File: config.mk
export PLATFORM = sky130hd
export DESIGN_NAME = exc_dispatch
export DESIGN_NICKNAME = d
export VERILOG_FILES = /design/src/rtl/exc_dispatch_pkg.sv /design/src/rtl/exc_arbiter.sv /design/src/rtl/exc_ctrl.sv /design/src/rtl/exc_datapath.sv /design/src/rtl/exc_dispatch.sv
export SDC_FILE = /design/constraint.sdc
export NUM_CORES = 1
export LEC_CHECK = 0
export BUFFER_PORTS_ARGS = -buffer_cell sky130_fd_sc_hd__clkbuf_2
export CAP_MARGIN = 20
export CORE_ASPECT_RATIO = 0.6
export CORE_MARGIN = 1
export CORE_UTILIZATION = 47
export DETAILED_ROUTE_END_ITERATION = 7
export PLACE_DENSITY = 0.82
export SYNTH_ARGS = -nofsm -noshare
export SYNTH_HDL_FRONTEND = slang
export SYNTH_SLANG_ARGS = --single-unit
File: constraint.sdc
create_clock -name clk -period 2.35 [get_ports clk]
set_input_delay 0.1175 -clock clk [delete_from_list [all_inputs] [get_ports clk]]
set_output_delay 0.1175 -clock clk [all_outputs]
set_load 0.005 [all_outputs]
File: src/rtl/exc_dispatch_pkg.sv
package exc_dispatch_pkg;
  typedef enum logic [1:0] {CLS_TRAP, CLS_SW, CLS_BUS} srcClassE;
  typedef enum logic [2:0] {OP_NONE, OP_RDPSW, OP_PUSHPSW, OP_PUSHPC, OP_RDPC} memOpE;
  typedef struct packed {
    logic  latch;
    memOpE op;
    logic  fin;
    logic  none;
  } ctlStrobeS;
endpackage

File: src/rtl/exc_arbiter.sv
module exc_arbiter
  import exc_dispatch_pkg::*;
#(
  parameter int DW = 16,
  parameter int NTRAP = 8,
  parameter logic [15:0] TRAP_BASE = 16'h0004,
  parameter logic [15:0] SW_VEC = 16'h00A0,
  localparam int IDX_W = (NTRAP > 8) ? $clog2(NTRAP) : 3
) (
  input  logic [NTRAP-1:0] trapReq,
  input  logic [15:0]      swIntReq,
  input  logic [7:0]       busReq,
  input  logic [8*DW-1:0]  busVec,
  input  logic [2:0]       curPrio,
  output logic             found,
  output srcClassE         cls,
  output logic [IDX_W-1:0] idx,
  output logic [DW-1:0]    vector
);
  // Later loops override earlier ones: bus < software < trap.
  // Inside each loop ascending order lets the highest index win.
  always_comb begin
    found  = 1'b0;
    cls    = CLS_TRAP;
    idx    = '0;
    vector = '0;
    for (int l = 1; l < 8; l++) begin
      if (busReq[l] && (l > 32'(curPrio))) begin
        found  = 1'b1;
        cls    = CLS_BUS;
        idx    = IDX_W'(l);
        vector = busVec[l*DW +: DW];
      end
    end
    for (int l = 1; l < 8; l++) begin
      if (swIntReq[8+l] && (l > 32'(curPrio))) begin
        found  = 1'b1;
        cls    = CLS_SW;
        idx    = IDX_W'(l);
        vector = DW'(SW_VEC);
      end
    end
    for (int t = 0; t < NTRAP; t++) begin
      if (trapReq[t]) begin
        found  = 1'b1;
        cls    = CLS_TRAP;
        idx    = IDX_W'(t);
        vector = DW'(TRAP_BASE) + DW'(4 * t);
      end
    end
  end
endmodule

File: src/rtl/exc_ctrl.sv
module exc_ctrl
  import exc_dispatch_pkg::*;
(
  input  logic      clk,
  input  logic      rstN,
  input  logic      boundary,
  input  logic      found,
  input  logic      memAck,
  output logic      memReq,
  output logic      memWe,
  output ctlStrobeS ctl
);
  typedef enum logic [2:0] {S_IDLE, S_RDPSW, S_PUSHPSW, S_PUSHPC, S_RDPC, S_FIN, S_NONE} stateE;
  stateE state, stateNext;

  always_comb begin
    stateNext = state;
    unique case (state)
      S_IDLE:    if (boundary) stateNext = found ? S_RDPSW : S_NONE;
      S_RDPSW:   if (memAck) stateNext = S_PUSHPSW;
      S_PUSHPSW: if (memAck) stateNext = S_PUSHPC;
      S_PUSHPC:  if (memAck) stateNext = S_RDPC;
      S_RDPC:    if (memAck) stateNext = S_FIN;
      S_FIN:     stateNext = S_IDLE;
      S_NONE:    stateNext = S_IDLE;
      default:   stateNext = S_IDLE;
    endcase
  end

  always_ff @(posedge clk) begin
    if (!rstN) state <= S_IDLE;
    else       state <= stateNext;
  end

  always_comb begin
    ctl.latch = (state == S_IDLE) && boundary && found;
    ctl.fin   = (state == S_FIN);
    ctl.none  = (state == S_NONE);
    unique case (state)
      S_RDPSW:   ctl.op = OP_RDPSW;
      S_PUSHPSW: ctl.op = OP_PUSHPSW;
      S_PUSHPC:  ctl.op = OP_PUSHPC;
      S_RDPC:    ctl.op = OP_RDPC;
      default:   ctl.op = OP_NONE;
    endcase
  end

  assign memReq = (ctl.op != OP_NONE);
  assign memWe  = (ctl.op == OP_PUSHPSW) || (ctl.op == OP_PUSHPC);

  assert_done_single_R9: assert property (@(posedge clk) disable iff (!rstN)
    ctl.fin |=> !ctl.fin && !memReq);
  assert_busy_ignores_boundary_R9: assert property (@(posedge clk) disable iff (!rstN)
    (memReq && boundary) |=> (memReq || ctl.fin));
  assert_none_quiet_R6: assert property (@(posedge clk) disable iff (!rstN)
    ctl.none |-> !memReq && !$past(memReq));
endmodule

File: src/rtl/exc_datapath.sv
module exc_datapath
  import exc_dispatch_pkg::*;
#(
  parameter int DW = 16,
  parameter int NTRAP = 8,
  localparam int IDX_W = (NTRAP > 8) ? $clog2(NTRAP) : 3
) (
  input  logic             clk,
  input  logic             rstN,
  input  ctlStrobeS        ctl,
  input  srcClassE         selCls,
  input  logic [IDX_W-1:0] selIdx,
  input  logic [DW-1:0]    selVec,
  input  logic             cpuWaiting,
  input  logic [DW-1:0]    curPsw,
  input  logic [DW-1:0]    curPc,
  input  logic [DW-1:0]    curSp,
  input  logic             memReq,
  input  logic             memWe,
  input  logic             memAck,
  input  logic [DW-1:0]    memRdata,
  output logic [DW-1:0]    memAddr,
  output logic [DW-1:0]    memWdata,
  output logic [DW-1:0]    newPc,
  output logic [DW-1:0]    newPsw,
  output logic [DW-1:0]    newSp,
  output logic [NTRAP-1:0] trapClear,
  output logic [7:0]       busAck,
  output logic             wake
);
  logic [DW-1:0]    vecReg, oldPsw, oldPc, spWork;
  srcClassE         clsReg;
  logic [IDX_W-1:0] idxReg;
  logic             waitReg;
  logic [DW-1:0]    spDec;

  assign spDec = spWork - DW'(2);

  always_ff @(posedge clk) begin
    if (!rstN) begin
      vecReg <= '0; oldPsw <= '0; oldPc <= '0; spWork <= '0;
      clsReg <= CLS_TRAP; idxReg <= '0; waitReg <= 1'b0;
      newPc <= '0; newPsw <= '0;
    end else begin
      if (ctl.latch) begin
        vecReg  <= selVec;
        oldPsw  <= curPsw;
        oldPc   <= curPc;
        spWork  <= curSp;
        clsReg  <= selCls;
        idxReg  <= selIdx;
        waitReg <= cpuWaiting;
      end
      if (memAck) begin
        unique case (ctl.op)
          OP_RDPSW:   newPsw <= memRdata | (DW'(oldPsw[15:14]) << 12);
          OP_PUSHPSW: spWork <= spDec;
          OP_PUSHPC:  spWork <= spDec;
          OP_RDPC:    newPc  <= memRdata;
          default: ;
        endcase
      end
    end
  end

  always_comb begin
    memAddr  = '0;
    memWdata = '0;
    unique case (ctl.op)
      OP_RDPSW:   memAddr = vecReg + DW'(2);
      OP_PUSHPSW: begin memAddr = spDec; memWdata = oldPsw; end
      OP_PUSHPC:  begin memAddr = spDec; memWdata = oldPc;  end
      OP_RDPC:    memAddr = vecReg;
      default: ;
    endcase
  end

  assign newSp = spWork;

  for (genvar t = 0; t < NTRAP; t++) begin : g_trapClr
    assign trapClear[t] = ctl.fin && (clsReg == CLS_TRAP) && (idxReg == IDX_W'(t));
  end
  for (genvar l = 0; l < 8; l++) begin : g_busAck
    assign busAck[l] = ctl.fin && (clsReg == CLS_BUS) && (idxReg == IDX_W'(l));
  end
  assign wake = ctl.fin && (clsReg == CLS_BUS) && waitReg;

  assert_pc_read_after_push_R8: assert property (@(posedge clk) disable iff (!rstN)
    (memReq && memWe && memAck && memWdata == oldPc) |=> (memReq && !memWe && memAddr == vecReg));
  assert_single_grant_R1: assert property (@(posedge clk) disable iff (!rstN)
    $onehot0({trapClear, busAck}));
  assert_wake_only_done_R5: assert property (@(posedge clk) disable iff (!rstN)
    wake |-> ctl.fin && $onehot(busAck));
endmodule

File: src/rtl/exc_dispatch.sv
module exc_dispatch
  import exc_dispatch_pkg::*;
#(
  parameter int DW = 16,
  parameter int NTRAP = 8,
  parameter logic [15:0] TRAP_BASE = 16'h0004,
  parameter logic [15:0] SW_VEC = 16'h00A0,
  localparam int IDX_W = (NTRAP > 8) ? $clog2(NTRAP) : 3
) (
  input  logic             clk,
  input  logic             rstN,
  input  logic             boundary,
  input  logic [NTRAP-1:0] trapReq,
  input  logic [15:0]      swIntReq,
  input  logic [7:0]       busReq,
  input  logic [8*DW-1:0]  busVec,
  input  logic             cpuWaiting,
  input  logic [DW-1:0]    curPsw,
  input  logic [DW-1:0]    curPc,
  input  logic [DW-1:0]    curSp,
  output logic             memReq,
  output logic             memWe,
  output logic [DW-1:0]    memAddr,
  output logic [DW-1:0]    memWdata,
  input  logic [DW-1:0]    memRdata,
  input  logic             memAck,
  output logic             done,
  output logic             noneTaken,
  output logic [DW-1:0]    newPc,
  output logic [DW-1:0]    newPsw,
  output logic [DW-1:0]    newSp,
  output logic [NTRAP-1:0] trapClear,
  output logic [7:0]       busAck,
  output logic             wake
);
  ctlStrobeS        ctl;
  logic             found;
  srcClassE         selCls;
  logic [IDX_W-1:0] selIdx;
  logic [DW-1:0]    selVec;

  exc_arbiter #(.DW(DW), .NTRAP(NTRAP), .TRAP_BASE(TRAP_BASE), .SW_VEC(SW_VEC)) i_arb (
    .trapReq(trapReq), .swIntReq(swIntReq), .busReq(busReq), .busVec(busVec),
    .curPrio(curPsw[7:5]), .found(found), .cls(selCls), .idx(selIdx), .vector(selVec));

  exc_ctrl i_ctrl (
    .clk(clk), .rstN(rstN), .boundary(boundary), .found(found), .memAck(memAck),
    .memReq(memReq), .memWe(memWe), .ctl(ctl));

  exc_datapath #(.DW(DW), .NTRAP(NTRAP)) i_dp (
    .clk(clk), .rstN(rstN), .ctl(ctl), .selCls(selCls), .selIdx(selIdx), .selVec(selVec),
    .cpuWaiting(cpuWaiting), .curPsw(curPsw), .curPc(curPc), .curSp(curSp),
    .memReq(memReq), .memWe(memWe), .memAck(memAck), .memRdata(memRdata),
    .memAddr(memAddr), .memWdata(memWdata), .newPc(newPc), .newPsw(newPsw), .newSp(newSp),
    .trapClear(trapClear), .busAck(busAck), .wake(wake));

  assign done      = ctl.fin;
  assign noneTaken = ctl.none;
endmodule

=== Word-level counts from Yosys, hierarchy flattened ===
Index checks and enable logic that the tools add are counted.

* Add/subtract/negate cells: 2
* $lt $le $gt $ge: 7
* Equal/unequal tests: 23
* Multiplexer cells: 101
* Bitwise operators: 1
* Reductions and logical operators: 44

{| class="wikitable"
|+ Operators with widths
! kind !! count
|-
| $mux 16 || 25
|-
| $mux 3 || 25
|-
| $mux 2 || 24
|-
| $pmux 16 s3 || 1
|-
| $logic_and 1x1->1 || 35
|-
| $pmux 16 s2 || 1
|-
| $eq 3x3->1 const B || 8
|-
| $mux 1 || 23
|-
| $eq 3x2->1 const B || 6
|-
| $add 16x2->16 const B || 1
|-
| $or 16x14->16 || 1
|-
| $sub 16x2->16 const B || 1
|-
| $pmux 3 s5 || 1
|-
| $gt 3x3->1 const A || 4
|-
| $pmux 3 s4 || 1
|-
| $ne 2x2->1 const B || 5
|-
| $eq 3x1->1 const B || 3
|-
| $gt 2x3->1 const A || 2
|-
| $logic_not 3->1 || 2
|-
| $reduce_and 5->1 || 1
|-
| $reduce_and 2->1 || 2
|-
| $gt 1x3->1 const A || 1
|-
| $reduce_bool 3->1 || 1
|-
| $eq 2x2->1 const B || 1
|-
| other kinds (3) || 3
|}

* Bits in registers: 105
* Output and inout bits: 101
* Logic and storage cells: 188

=== Logic depth before layout (Yosys ltp) ===
Gate-level depths: netlist of run 1.

* Word-level depth: 28
* Mapped depth: 10
* Depth with buffers taken out: 9

=== Cells and area by module ===
Synthesis of run 1 repeated with hierarchy kept, for this count alone.

* Cell total of the unflattened synthesis: 908
* Area, all modules: 6,929.1 µm²

{| class="wikitable"
|+ Modules (own cells, without submodules)
! module !! times used !! cells each !! area each (µm²) !! sequential area each (µm²)
|-
| exc_datapath || 1 || 619 || 5,029.8 || 2,042.0
|-
| exc_arbiter || 1 || 258 || 1,646.6 || 0.0
|-
| exc_ctrl || 1 || 31 || 252.7 || 60.1
|}

=== Worst setup path before layout of run 1 ===
OpenSTA, ideal clock, no wires.

* Path type: reg2reg
* Start point: reg i_dp.spWork[1], in the netlist i_dp.newSp[1]
* End point: reg i_dp.spWork[15], in the netlist i_dp.newSp[15]
* Setup time: 0.079 ns
* Data arrival time: 2.121 ns
* Required time: 2.271 ns
* Setup slack: 0.149 ns
* Stages on the path, launching flop included: 10
* Buffers on the path: 0
* Clock period less this slack: 2.201 ns
* Cells stage by stage: dfxtp_1 inv_1 ha_1 or3b_4 nor4_4 nand2_2 nor3_4 a211oi_1 a311o_1 a211oi_2

* Word-level cells in the longest chain between the ends: 3

{| class="wikitable"
|+ RTL lines
! item !! RTL line !! source
|-
| start, declared || exc_datapath.sv:31 || <nowiki>logic [DW-1:0] vecReg, oldPsw, oldPc, spWork;</nowiki>
|-
| start signal, assigned || exc_datapath.sv:49 || <nowiki>spWork <= curSp;</nowiki>
|-
| start signal, assigned || exc_datapath.sv:57 || <nowiki>OP_PUSHPSW: spWork <= spDec;</nowiki>
|-
| start signal, assigned || exc_datapath.sv:58 || <nowiki>OP_PUSHPC: spWork <= spDec;</nowiki>
|-
| $sub 16x2->16 || exc_datapath.sv:37 || <nowiki>assign spDec = spWork - DW'(2);</nowiki>
|-
| $mux 16 || exc_datapath.sv:55 || <nowiki>unique case (ctl.op)</nowiki>
|-
| $mux 16 || exc_datapath.sv:54 || <nowiki>if (memAck) begin</nowiki>
|}

No other way between the ends.
A chain may end at the register's enable or synchronous reset.

=== Worst setup path in the final report of run 1 ===
* Start point: reg i_dp.spWork[2], in the netlist i_dp.newSp[2]
* End point: out memAddr[14]

* Word-level cells in the longest chain between the ends: 2

{| class="wikitable"
|+ RTL lines
! item !! RTL line !! source
|-
| $sub 16x2->16 || exc_datapath.sv:37 ||
|-
| $pmux 16 s3 || exc_datapath.sv:69 || <nowiki>unique case (ctl.op)</nowiki>
|-
| end, declared || exc_dispatch.sv:23 || <nowiki>output logic [DW-1:0] memAddr,</nowiki>
|}

No other way between the ends.

==> results of run 1 <==
-- logic make-up (layout without fill, tap and decap cells) --
kind of cell,count (synthesis),count (layout),share of synthesized area [%]
and+or+nand+nor,411,411,29.0
AOI/OAI and AO/OA,304,304,28.6
DFF,105,105,31.3
buffers and inverters,88,413,5.95
xor gates and xnor gates,18,18,2.35
muxes,16,16,2.39
adders and majority gates,2,2,0.373
-- power by group through the flow --
stage	clock, mW	sequential [mW]	combinational (mW)
3_5_place_dp	0	2.19	2.06
5_1_grt	1.53	2.20	2.53
4_1_cts	1.47	2.16	2.22
2_1_floorplan	0	2.14	1.29
6_report	1.46	2.17	2.35
3_3_place_gp	0	2.18	2.03
-- placed cells by master (no fill, tap or decap), types with 9 or more instances in the layout --
master and n:
o21ai_0 50, a21oi_1 121, buf_4 51, o21ai_1 12, mux2i_1 16, and3_1 17, a2111oi_0 11, o22ai_1 19
nand3_1 19, nand2b_1 10, clkbuf_2 299, inv_1 10, nor2_1 96, nand2_1 161, clkbuf_16 9, a22o_1 10
dlygate4sd3_1 25, dfxtp_1 102, xnor2_1 9, a22oi_1 20, nor3_1 51
-- per-layer routing --
layer  track usage (%)  vias up
met5                 0        -
met4              8.25        0
met3              7.25       32
met2              49.6      488
met1              48.1     3893
li1                  -     4029
-- worst min-delay path, cell delays in order --
cell      delay, ns
clkbuf_2       0.08
nand2_1        0.05
a21oi_1        0.05
-- layout make-up --
cell class / count / area, um^2
Fill cell: 1201 / 4580
Multi-Input combinational cell: 751 / 4310
Timing Repair Buffer: 383 / 2220
Sequential cell: 105 / 2110
Tap cell: 192 / 240
Clock buffer: 10 / 229
Clock inverter: 6 / 52.6
Inverter: 14 / 52.6
-- state kept, by name, indices dropped and copies added, names as in the netlist --
| register | count |
|---|---|
| i_dp.waitReg | 1 |
| i_dp.idxReg | 3 |
| i_dp.vecReg | 16 |
| i_dp.oldPsw | 16 |
| i_dp.newPc | 16 |
| i_dp.oldPc | 16 |
| i_dp.newPsw | 16 |
| i_dp.clsReg | 2 |
| i_dp.newSp | 16 |
| i_ctrl.state | 3 |
-- worst max path at each step --
| stage | start | endpoint |
|---|---|---|
| finish | i_dp.newSp[2] | memAddr[14] |
| detailed placement | i_dp.newSp[2] | memAddr[14] |
| global route | i_dp.newSp[2] | memAddr[15] |
| global placement | i_dp.newSp[2] | memAddr[14] |
| floorplan | i_dp.newSp[1] | i_dp.newSp[15] |
| CTS | i_dp.newSp[2] | memAddr[14] |
-- through the flow --
step           hold slack, ns  setup slack, ns
2_1_floorplan           0.253            0.149
3_3_place_gp            0.342            0.116
3_5_place_dp            0.350           0.0906
4_1_cts              0.000257           -0.191
5_1_grt               0.00636           -0.307
6_report             -0.00399           -0.238
-- what timing repair did --
action / in CTS / in global routing
hold endpoints to repair: 25 / 0
endpoints found under the setup margin: 6 / 22
gates resized for setup: 17 / 9
pin swaps: 3 / 5
hold buffers: 25 / 0
buffers inserted: 8 / 2
==> impl_results.md, run 1 <==
* Clk slew on worst S/H paths at 0.07 ns
* Initial antenna violation count at 0
* Share of the synthesized area in the top cell type at 31.3%
* Top sig layer: met4
* Core Box Area at ~0.014 mm^2
* Pwr Density at approximately 650 mW/mm^2
* P&R area growth vs syn at 37.2%
* Insertion delay to the later sink of the worst-skew pair at about 0.35 ns
* Die area at roughly 0.015 mm^2
* CTS tree: yes
* Nets at between 1000 and 1500
* Routed WL at 25400 um
* Final core occ at between 60 and 70%
* Largest net degree at the start of global routing at 69
* Ys flop type: dfxtp_1
* Crit-path cells: or3_4, or4b_4, nor2_4, nand3b_1, xor2_2, o21ai_1, o21a_1, buf_2
* Final hold slack at -0.00399 ns
* Final clock skew at ~0.0079 ns
* Max-Cap Viols at 0
* Post-synthesis sequential area ratio at a little under a third
* Leak pwr at between 3 and 4 nW
* Post-Place Cells at ~1400
* Placed cell area at roughly 0.0085 mm^2
* Synth cell types at ~80
* Setup TNS at -1.20 ns
* Max incr delay on CP at about 0.54 ns
* Worst reg2reg endpoint: i_dp.newSp[15]
* Worst slew pin tran at 0.659 ns
* WL/cell at 17.4 um
* Tmin final at 2.59 ns
* Hold Path Class: primary input to flip-flop
* First-pass GRT wire length at between 30000 and 40000 um
* Post-synth top cells: nand2_1 (162), a21oi_1 (121), dfxtp_1 (105), nor2_1 (97), nor3_1 (52)
* Fin. max-slew vios at 0
* WL met3 at between 2000 and 3000 um
* Hold_sp: curPsw[13]
* Comb pwr share at ~39%
* Net Sw Frac at 37.8%
* Critical path depth at 8
* Final period util at 110%
* CP max-delay cell: or4b_4
* Cells after synthesis at 944
* Crit path max fanout at 4
* CP startpoint kind: flip-flop
* Final ANT Viol Nets at 0
* Worst hold stages at 3
* Clock sinks at 105
* Ports at 330
* Ratio of cells with drive above 1 in the final layout at between 30% and 40%
* Worst Path Buf+Inv at 1
* First drt pass iteration count at 6
* Data required, critical path at 2.23 ns
* Ys async rst share at 0%
* Htree depth at 3
* FF+latch count, synth at approximately 110
* Dpl hpwl at roughly 19000 um
* Slew headroom at approximately 56%
* Total track usage at 33.2%
* Root Buffer: clkbuf_16
* Vias per inst at 5.78
* Status: finished, violations left
* Yosys warning total at 0
* Row count at 33
* CTS Buf Count at 9
* Final Instance Area at slightly above 0.009 mm^2
* Die W at about 160 um
* Crit. End Element: output pin
* Net switching power at roughly 2.3 mW
* Setup CP Type: flip-flop to output pin
* R2r setup slk at -0.04 ns
* Die height at 94.6 um
* RSZ-0062 raised after global routing: yes
* Int Power at ~3.7 mW
* Initial Util at between 40% and 50%
* Clock tree buffer depth at 2
* Critical path data arrival time at between 2 and 2.5 ns
* Metal-1 WL at about 12000 um
* Failing checks: hold timing, setup timing
* Layout Cells excl Fill at between 1000 and 1500
* Via Count at around 8400
* Final hold vios at 1
* DR DRC count at 0
* Max Fclk at about 0.39 GHz
* Setup violators final at 8
* Worst reg2reg path depth at 10
* DR WL met2 at 10900 um
* Clock power frac at between 20% and 30%
* IO buf count at a little over 300
* Top-count cell post-synth: nand2_1
* Register share of total power at between 30% and 40%
* Worst vdd ir at roughly 0.4 mV
* Ranking of synthesized cells by area: dfxtp_1 (31%), nand2_1 (9.1%), a21oi_1 (9.0%)
* Vias in the first global route at between 7000 and 8000
* Crit-path leading delay family: simple AND/OR/NAND/NOR gates
* Antenna cell count at 0
* GRT Residual Overflow at 0
* Net Count, Synth at between 1000 and 1500
* GP Congestion at 1.02
* Avg Cell Area, Syn at ~7.1 um^2
* Post-route setup slack at -0.238 ns
* Hold EP: i_dp.oldPsw[13]
* Post-synthesis cell area at around 0.0067 mm^2
* PnR Total Power at ~6 mW
* Post-synth EDFFs at 0
* Reg2reg start: i_dp.newSp[2]
* Yosys top cell by area: dfxtp_1
* Initial DRC Count at ~900
No activity file was read; power rests on OpenSTA's default activity.
==> inputs of run 2 (changes only) <==
--- a/config.mk
+++ b/config.mk
@@ -5,13 +5,14 @@
 export SDC_FILE = /design/constraint.sdc
 export NUM_CORES = 1
 export LEC_CHECK = 0
+export ABC_AREA = 1
 export BUFFER_PORTS_ARGS = -buffer_cell sky130_fd_sc_hd__clkbuf_2
 export CAP_MARGIN = 20
 export CORE_ASPECT_RATIO = 0.6
 export CORE_MARGIN = 1
-export CORE_UTILIZATION = 47
+export CORE_UTILIZATION = 46
 export DETAILED_ROUTE_END_ITERATION = 7
-export PLACE_DENSITY = 0.82
+export PLACE_DENSITY = 0.81
 export SYNTH_ARGS = -nofsm -noshare
 export SYNTH_HDL_FRONTEND = slang
 export SYNTH_SLANG_ARGS = --single-unit
==> run 2 against run 1 <==
Net effect: the flow finishes with violations (setup timing); wire length shrank 11%; first-iteration DRC count decreased by 27%; critical path depth rose by 5; global-route usage is 3.0 points lower; sequential power up 22%; power increased by 26%; utilization decreased by 0.11 points.
==> impl_results.md, run 2 <==
* Insertion delay to the later sink of the worst-skew pair at 0.34 ns (about the same)
* Via Count at 7948 (-5.9%)
* Worst slew pin tran at 0.576 ns (-0.0825 ns)
* Ratio of cells with drive above 1 in the final layout at 32.6% (-0.23 points)
* Synth cell types at 47 (-41%)
* Post-route setup slack at -0.154 ns (+0.0841 ns)
* Yosys warning total at 0 (unchanged)
* Crit path max fanout at 2 (-2)
* Clock tree buffer depth at 2 (unchanged)
* GP Congestion at 0.928 (-9.5%)
* Row count at 32 (-3.0%)
* RSZ-0062 raised after global routing: yes
* Die height at 93.4 um (-1.2%)
* Ys flop type: dfxtp_1
* Final ANT Viol Nets at 0 (unchanged)
* Final core occ at 66.7% (-0.11 points)
* Post-Place Cells at 1452 (+3.0%)
* Vias in the first global route at 7227 (-5.9%)
* Routed WL at 22800 um (-11%)
* Clock sinks at 105 (unchanged)
* Most frequent cells in the layout: clkbuf_2 (299), nand2_1 (175), nor2_1 (161)
* P&R area growth vs syn at 37.4%
* Net Count, Synth at 1234 (+5.0%)
* Post-synthesis sequential area ratio at 32.8% (+1.5 points)
* Max-Cap Viols at 0 (unchanged)
* Setup CP Type: flip-flop to output pin
* Setup violators final at 6 (-2)
* Pwr Density at 855 mW/mm^2 (+32%)
* Htree depth at 3 (unchanged)
* Ranking of synthesized cells by area: dfxtp_1 (33%), nand2_1 (11%), nor2_1 (9.9%)
* Top-count cell post-synth: nand2_1
* CTS tree: yes
* CTS Buf Count at 9 (unchanged)
* WL/cell at 15.2 um (-13%)
* First drt pass iteration count at 5 (-1)
* Commonest non-fill, non-tap cell in the layout: clkbuf_2
* First-pass GRT wire length at 34900 um (-9.8%)
* Dpl hpwl at 16900 um (-9.3%)
* Final hold vios at 0 (-1)
* Share of the synthesized area in the top cell type at 32.8% (+1.5 points)
* Post-synth top cells: nand2_1 (180), nor2_1 (169), a21oi_1 (115), dfxtp_1 (105), o21ai_0 (81)
* Final clock skew at 0.00581 ns (-0.00213 ns)
* Avg Cell Area, Syn at 6.39 um^2 (-10%)
* Largest net degree at the start of global routing at 62 (-10%)
* Cells after synthesis at 1003 (+6.3%)
* Ys async rst share at 0% (unchanged)
* Max Fclk at 0.399 GHz (+3.4%)
* Nets at 1553 (+3.9%)
* Total track usage at 30.2% (-3.0 points)
* Clk slew on worst S/H paths at 0.08 ns (about the same)
* CP max-delay cell: dfxtp_4
* Antenna cell count at 0 (unchanged)
* Slew headroom at 61.5% (+5.8 points)
* Hold Path Class: primary input to flip-flop
* Core Box Area at 0.0132 mm^2 (-4.2%)
* Die W at 154 um (-1.2%)
* Ports at 330 (unchanged)
* Filler cells at 1223 (+1.8%)
* Fin. max-slew vios at 0 (unchanged)
* Vias per inst at 5.31 (-8.1%)
* GRT Residual Overflow at 0 (unchanged)
* Crit-path cells: ha_4, nand4_1, or2_1, or2_4, nor2_4, nand2_4, buf_4, buf_6, buf_6, buf_6, nand2_2, o21ai_2, buf_2
* Leak pwr at 4.28 nW (+7.5%)
* Root Buffer: clkbuf_16
* Post-synthesis cell area at 0.00641 mm^2 (-4.5%)
* Crit-path most repeated cell: buf_6
* Initial antenna violation count at 0 (unchanged)
* Tmin final at 2.50 ns (-0.0841 ns)
* Data required, critical path at 2.23 ns (about the same)
* Die area at 0.0144 mm^2 (-2.4%)
* Status: finished, violations left
* Layout Cells excl Fill at 1497 (+2.5%)
* Final period util at 107% (-3.6 points)
* Max incr delay on CP at 0.37 ns (-0.17 ns)
* Crit. End Element: output pin
* Failing checks: setup timing
* Initial Util at 48.5% (-0.14 points)
* Initial DRC Count at 644 (-27%)
* FF+latch count, synth at 105 (unchanged)
* IO buf count at 303 (unchanged)
* CP startpoint kind: flip-flop
* Critical path data arrival time at 2.39 ns (-0.08 ns)
* Yosys top cell by area: dfxtp_1
* DR DRC count at 0 (unchanged)
* Post-synth EDFFs at 0 (unchanged)
* Worst vdd ir at 0.532 mV (+32%)
-- run 2: cell count changes in the layout (fill, tap and decap cells not counted), moves of 23 or more --
| cell | previous run | this run |
|---|---|---|
| inv_1 | 10 | 75 |
| nor2_1 | 96 | 161 |
| nor3_1 | 51 | 4 |
| o21ai_1 | 12 | 54 |
| nand3_1 | 19 | 50 |
| o21ai_0 | 50 | 73 |
-- run 2: final timing paths --
kind                    from         endpoint  slack [ns]  cells past startpoint
max reg2reg  i_ctrl.state[1]   i_dp.newSp[10]        0.24                      8
min reg2reg     i_dp.waitReg     i_dp.waitReg        0.46                      2
max           i_dp.vecReg[2]       memAddr[9]       -0.15                     13
min               curPsw[12]  i_dp.oldPsw[12]       0.004                      3
-- run 2: through the flow --
stage | TNS, ns | cell area, um^2 | worst slack (ns) | total power [mW] | hold slack, ns
finish | -0.623 | 8810 | -0.154 | 7.53 | 0.00368
global route | -1.63 | 8810 | -0.303 | 8.07 | 0.00610
CTS | -0.618 | 8580 | -0.153 | 7.17 | 0.0000226
detailed placement | 0 | 8070 | 0.0764 | 5.62 | 0.346
global placement | 0 | 8070 | 0.129 | 5.54 | 0.339
floorplan | 0 | 6410 | 0.337 | 4.58 | 0.252
-- run 2: per-layer routing --
| layer | vias up | routed length, um | track usage, % |
|---|---|---|---|
| met2 | 374 | 9910 | 48.8 |
| met4 | 0 | 286 | 7.10 |
| li1 | 4020 | - | - |
| met5 | - | 0 | 0 |
| met1 | 3526 | 10600 | 41.5 |
| met3 | 28 | 1960 | 5.79 |
-- run 2: layout make-up --
type / instances / area (um^2) / share of cell area [%]
clock buffers: 11 / 253 / 2.87
clock inverters: 5 / 46.3 / 0.526
inverters: 85 / 324 / 3.68
flip-flops and latches: 105 / 2110 / 24.0
well taps: 170 / 213 / 2.41
multi-input cells: 757 / 3830 / 43.5
repair buffers: 364 / 2030 / 23.0
-- run 2: where the power goes --
| part | internal, mW | switching [mW] | total [mW] |
|---|---|---|---|
| logic | 1.31 | 2.08 | 3.39 |
| registers | 2.24 | 0.409 | 2.65 |
| clock network | 0.795 | 0.702 | 1.50 |
-- run 2: repair_timing --
item | CTS | global route
hold endpoints to repair | 10 | 0
gates resized for setup | 18 | 52
setup buffers | 7 | 15
pin swaps | 6 | 23
hold buffers | 10 | 0
endpoints found under the setup margin | 7 | 11
-- run 2: critical path: cells and delay by family, from the launching register on --
family | cells | cell delay [ns]
flops | 1 | 0.37
compound gates | 1 | 0.08
buf+inv | 5 | 0.59
fa+ha+maj | 1 | 0.13
simple gates | 6 | 0.87
-- run 2: cells by family (layout without fill, tap and decap cells) --
family / after synthesis / count (layout) / share of synthesized area (%)
AND/OR/NAND/NOR: 447 / 447 / 29.5
AO/OA/AOI/OAI: 307 / 307 / 27.2
buffers and inverters: 141 / 465 / 9.99
flip-flops: 105 / 105 / 32.8
adder cells (fa/ha/maj): 2 / 2 / 0.390
XOR/XNOR: 1 / 1 / 0.137
==> inputs of run 3 (changes only) <==
--- a/config.mk
+++ b/config.mk
@@ -8,11 +8,10 @@
 export ABC_AREA = 1
 export BUFFER_PORTS_ARGS = -buffer_cell sky130_fd_sc_hd__clkbuf_2
 export CAP_MARGIN = 20
-export CORE_ASPECT_RATIO = 0.6
-export CORE_MARGIN = 1
-export CORE_UTILIZATION = 46
+export CORE_AREA = 2 2 127 129
 export DETAILED_ROUTE_END_ITERATION = 7
-export PLACE_DENSITY = 0.81
+export DIE_AREA = 0 0 129 131
+export PLACE_DENSITY = 0.74
 export SYNTH_ARGS = -nofsm -noshare
 export SYNTH_HDL_FRONTEND = slang
 export SYNTH_SLANG_ARGS = --single-unit
==> constraint.sdc (replaced) <==
create_clock -name clk -period 2.9 [get_ports clk]
set_input_delay 0.145 -clock clk [delete_from_list [all_inputs] [get_ports clk]]
set_output_delay 0.145 -clock clk [all_outputs]
set_load 0.005 [all_outputs]
==> run 3 against run 2 <==
Net effect: the flow now finishes without violations; flip-flop and latch count unchanged; largest power group unchanged; die area is 17% higher; sequential share of layout area is 1.3 points higher; global-route usage down 5.4 points.
==> impl_results.md, run 3 (synthesis results as in run 2) <==
* Status: complete, no violations
* Vias in the first global route at 6960 (-3.7%)
* Row count at 46 (+44%)
* Final hold vios at 0 (unchanged)
* CP max-delay cell: dfxtp_4
* Ratio of cells with drive above 1 in the final layout at 28.8% (-3.8 points)
* Final period util at roughly 94%
* DR DRC count at 0 (unchanged)
* CTS tree: yes
* Core Box Area at 0.0156 mm^2 (+18%)
* Net Sw Frac at 41.2% (-1.1 points)
* Most frequent cells in the layout: clkbuf_2 (303), nand2_1 (179), nor2_1 (168)
* CP startpoint kind: flip-flop
* Via Count at 7732 (-2.7%)
* Clock tree buffer depth at 2 (unchanged)
* Leak pwr at 4.02 nW (-6.2%)
* Crit. End Element: output pin
* Max incr delay on CP at 0.36 ns (about the same)
* Initial Util at 41.1% (-7.4 points)
* Critical path depth at 12 (-1)
* Hold_sp: curPc[4]
* Max-Cap Viols at 0 (unchanged)
* Routed WL at 21900 um (-3.9%)
* Register share of total power at 36.8% (+1.6 points)
* Initial DRC Count at 634 (-1.6%)
* Filler cells at 1628 (+33%)
* Hold Path Class: primary input to flip-flop
* GRT Residual Overflow at 0 (unchanged)
* Total track usage at 24.8% (-5.4 points)
* Final core occ at 53.5% (-13 points)
* Setup CP Type: flip-flop to output pin
* Slew headroom at 52.4% (-9.1 points)
* Worst vdd ir at 0.525 mV (-1.3%)
* Worst reg2reg path depth at 10 (+2)
* Crit path max fanout at 4 (+2)
* Net switching power at 2.35 mW (-26%)
* Vias per inst at 5.16 (-2.8%)
* Crit path from: i_dp.vecReg[2]
* Ports at 330 (unchanged)
* WL/cell at 14.6 um (-4.0%)
* Dpl hpwl at 16600 um (-1.6%)
* Post-CTS Hold Fix Bufs at 0 (-10)
* Die height at 131 um (+40%)
* Worst Path Buf+Inv at 1 (-4)
* CTS Buf Count at 9 (unchanged)
* Worst reg2reg endpoint: i_dp.newSp[5]
* Die W at 129 um (-16%)
* First-pass GRT wire length at 33900 um (-3.0%)
* Critical path data arrival time at 2.57 ns (+0.18 ns)
* Data required, critical path at 2.76 ns (+0.53 ns)
* Tmin final at between 2 and 3 ns
* Insertion delay to the later sink of the worst-skew pair at 0.34 ns (about the same)
* Die area at 0.0169 mm^2 (+17%)
* Clock power frac at 21.5% (+1.6 points)
* Crit-path cells: ha_2, nand4_1, or2_1, or2_2, nor2_2, nand2_2, nor2_4, nand3_2, nor2_4, a21oi_1, o211ai_1, clkbuf_2
* Comb pwr share at 41.7% (-3.3 points)
* R2r setup slk at 0.75 ns (+0.51 ns)
* IO buf count at 303 (unchanged)
* Crit-path most repeated cell: nor2_4
* Nets at 1509 (-2.8%)
* Htree depth at 3 (unchanged)
* Setup violators final at 0 (-6)
* P&R area growth vs syn at 30.2%
* Fin. max-slew vios at 0 (unchanged)
* Initial antenna violation count at 0 (unchanged)
* Largest net degree at the start of global routing at 69 (+11%)
* Setup TNS at 0 ns (+0.623 ns)
* Crit-path leading delay family: simple AND/OR/NAND/NOR gates
* Worst slew pin tran at 0.713 ns (+0.137 ns)
* First drt pass iteration count at 5 (unchanged)
* CP endpoint: memAddr[15]
* Clk slew on worst S/H paths at 0.07 ns (about the same)
* Clock sinks at 105 (unchanged)
* Reg2reg start: i_ctrl.state[1]
* Root Buffer: clkbuf_16
* Pwr Density at 685 mW/mm^2 (-20%)
* Int Power at 3.36 mW (-23%)
* GP Congestion at 0.925 (-0.28%)
* Final clock skew at 0.00854 ns (+0.00273 ns)
* Max Fclk at around 0.37 GHz
* Commonest non-fill, non-tap cell in the layout: clkbuf_2
* Final ANT Viol Nets at 0 (unchanged)
-- run 3: metal layers --
layer  GRT usage, %  vias up  routed length (um)
li1               -     3937                   -
met5              0        -                   0
met3           5.01       51                1400
met1           34.4     3456                9970
met2           38.6      288                9910
met4           8.25        0                 587
-- run 3: metrics by stage --
stage | setup WS (ns) | area (um^2) | hold slack (ns) | cells | power [mW]
2_1_floorplan | 0.859 | 6410 | 0.280 | 1003 | 3.71
3_3_place_gp | 0.535 | 8020 | 0.367 | 1482 | 4.44
3_5_place_dp | 0.483 | 8020 | 0.374 | 1482 | 4.48
4_1_cts | 0.155 | 8310 | 0.0123 | 1497 | 5.71
5_1_grt | -0.00199 | 8340 | 0.0160 | 1498 | 6.18
6_report | 0.184 | 8350 | 0.0182 | 1499 | 5.71
-- run 3: tightest hold or removal path, delay by kind of cell --
kind	cells	cell delay, ns
buf+inv	1	0.07
simple gates	2	0.11
-- run 3: worst min path at each step --
stage / to / cells past startpoint / slack [ns]
2_1_floorplan: i_dp.newPsw[0] / 2 / 0.28
3_3_place_gp: i_dp.oldPc[4] / 3 / 0.37
3_5_place_dp: i_dp.oldPc[4] / 3 / 0.37
4_1_cts: i_dp.oldPc[4] / 3 / 0.01
5_1_grt: i_dp.oldPc[6] / 3 / 0.02
6_report: i_dp.oldPc[4] / 3 / 0.02
-- run 3: area by class of cell --
type | instances | area [um^2] | area share (%)
tap | 216 | 270 | 3.24
inverter | 85 | 324 | 3.88
multi-input combinational | 757 | 3690 | 44.2
clock inverter | 6 | 67.6 | 0.810
sequential | 105 | 2110 | 25.3
antenna | 1 | 2.50 | 0.0300
clock buffer | 9 | 225 | 2.70
timing repair buffer | 320 | 1660 | 19.9
-- run 3: power groups by stage --
stage,logic (mW),clock network (mW),registers [mW]
floorplan,1.64,0,2.07
finish,2.38,1.23,2.10
detailed placement,2.35,0,2.13
global route,2.71,1.31,2.16
global placement,2.32,0,2.12
CTS,2.37,1.25,2.10
-- run 3: repair_timing --
| action | CTS | global route |
|---|---|---|
| setup buffers | 0 | 1 |
| hold endpoints to repair | 0 | 0 |
| resized for setup | 0 | 9 |
| endpoints found under the setup margin | 0 | 2 |
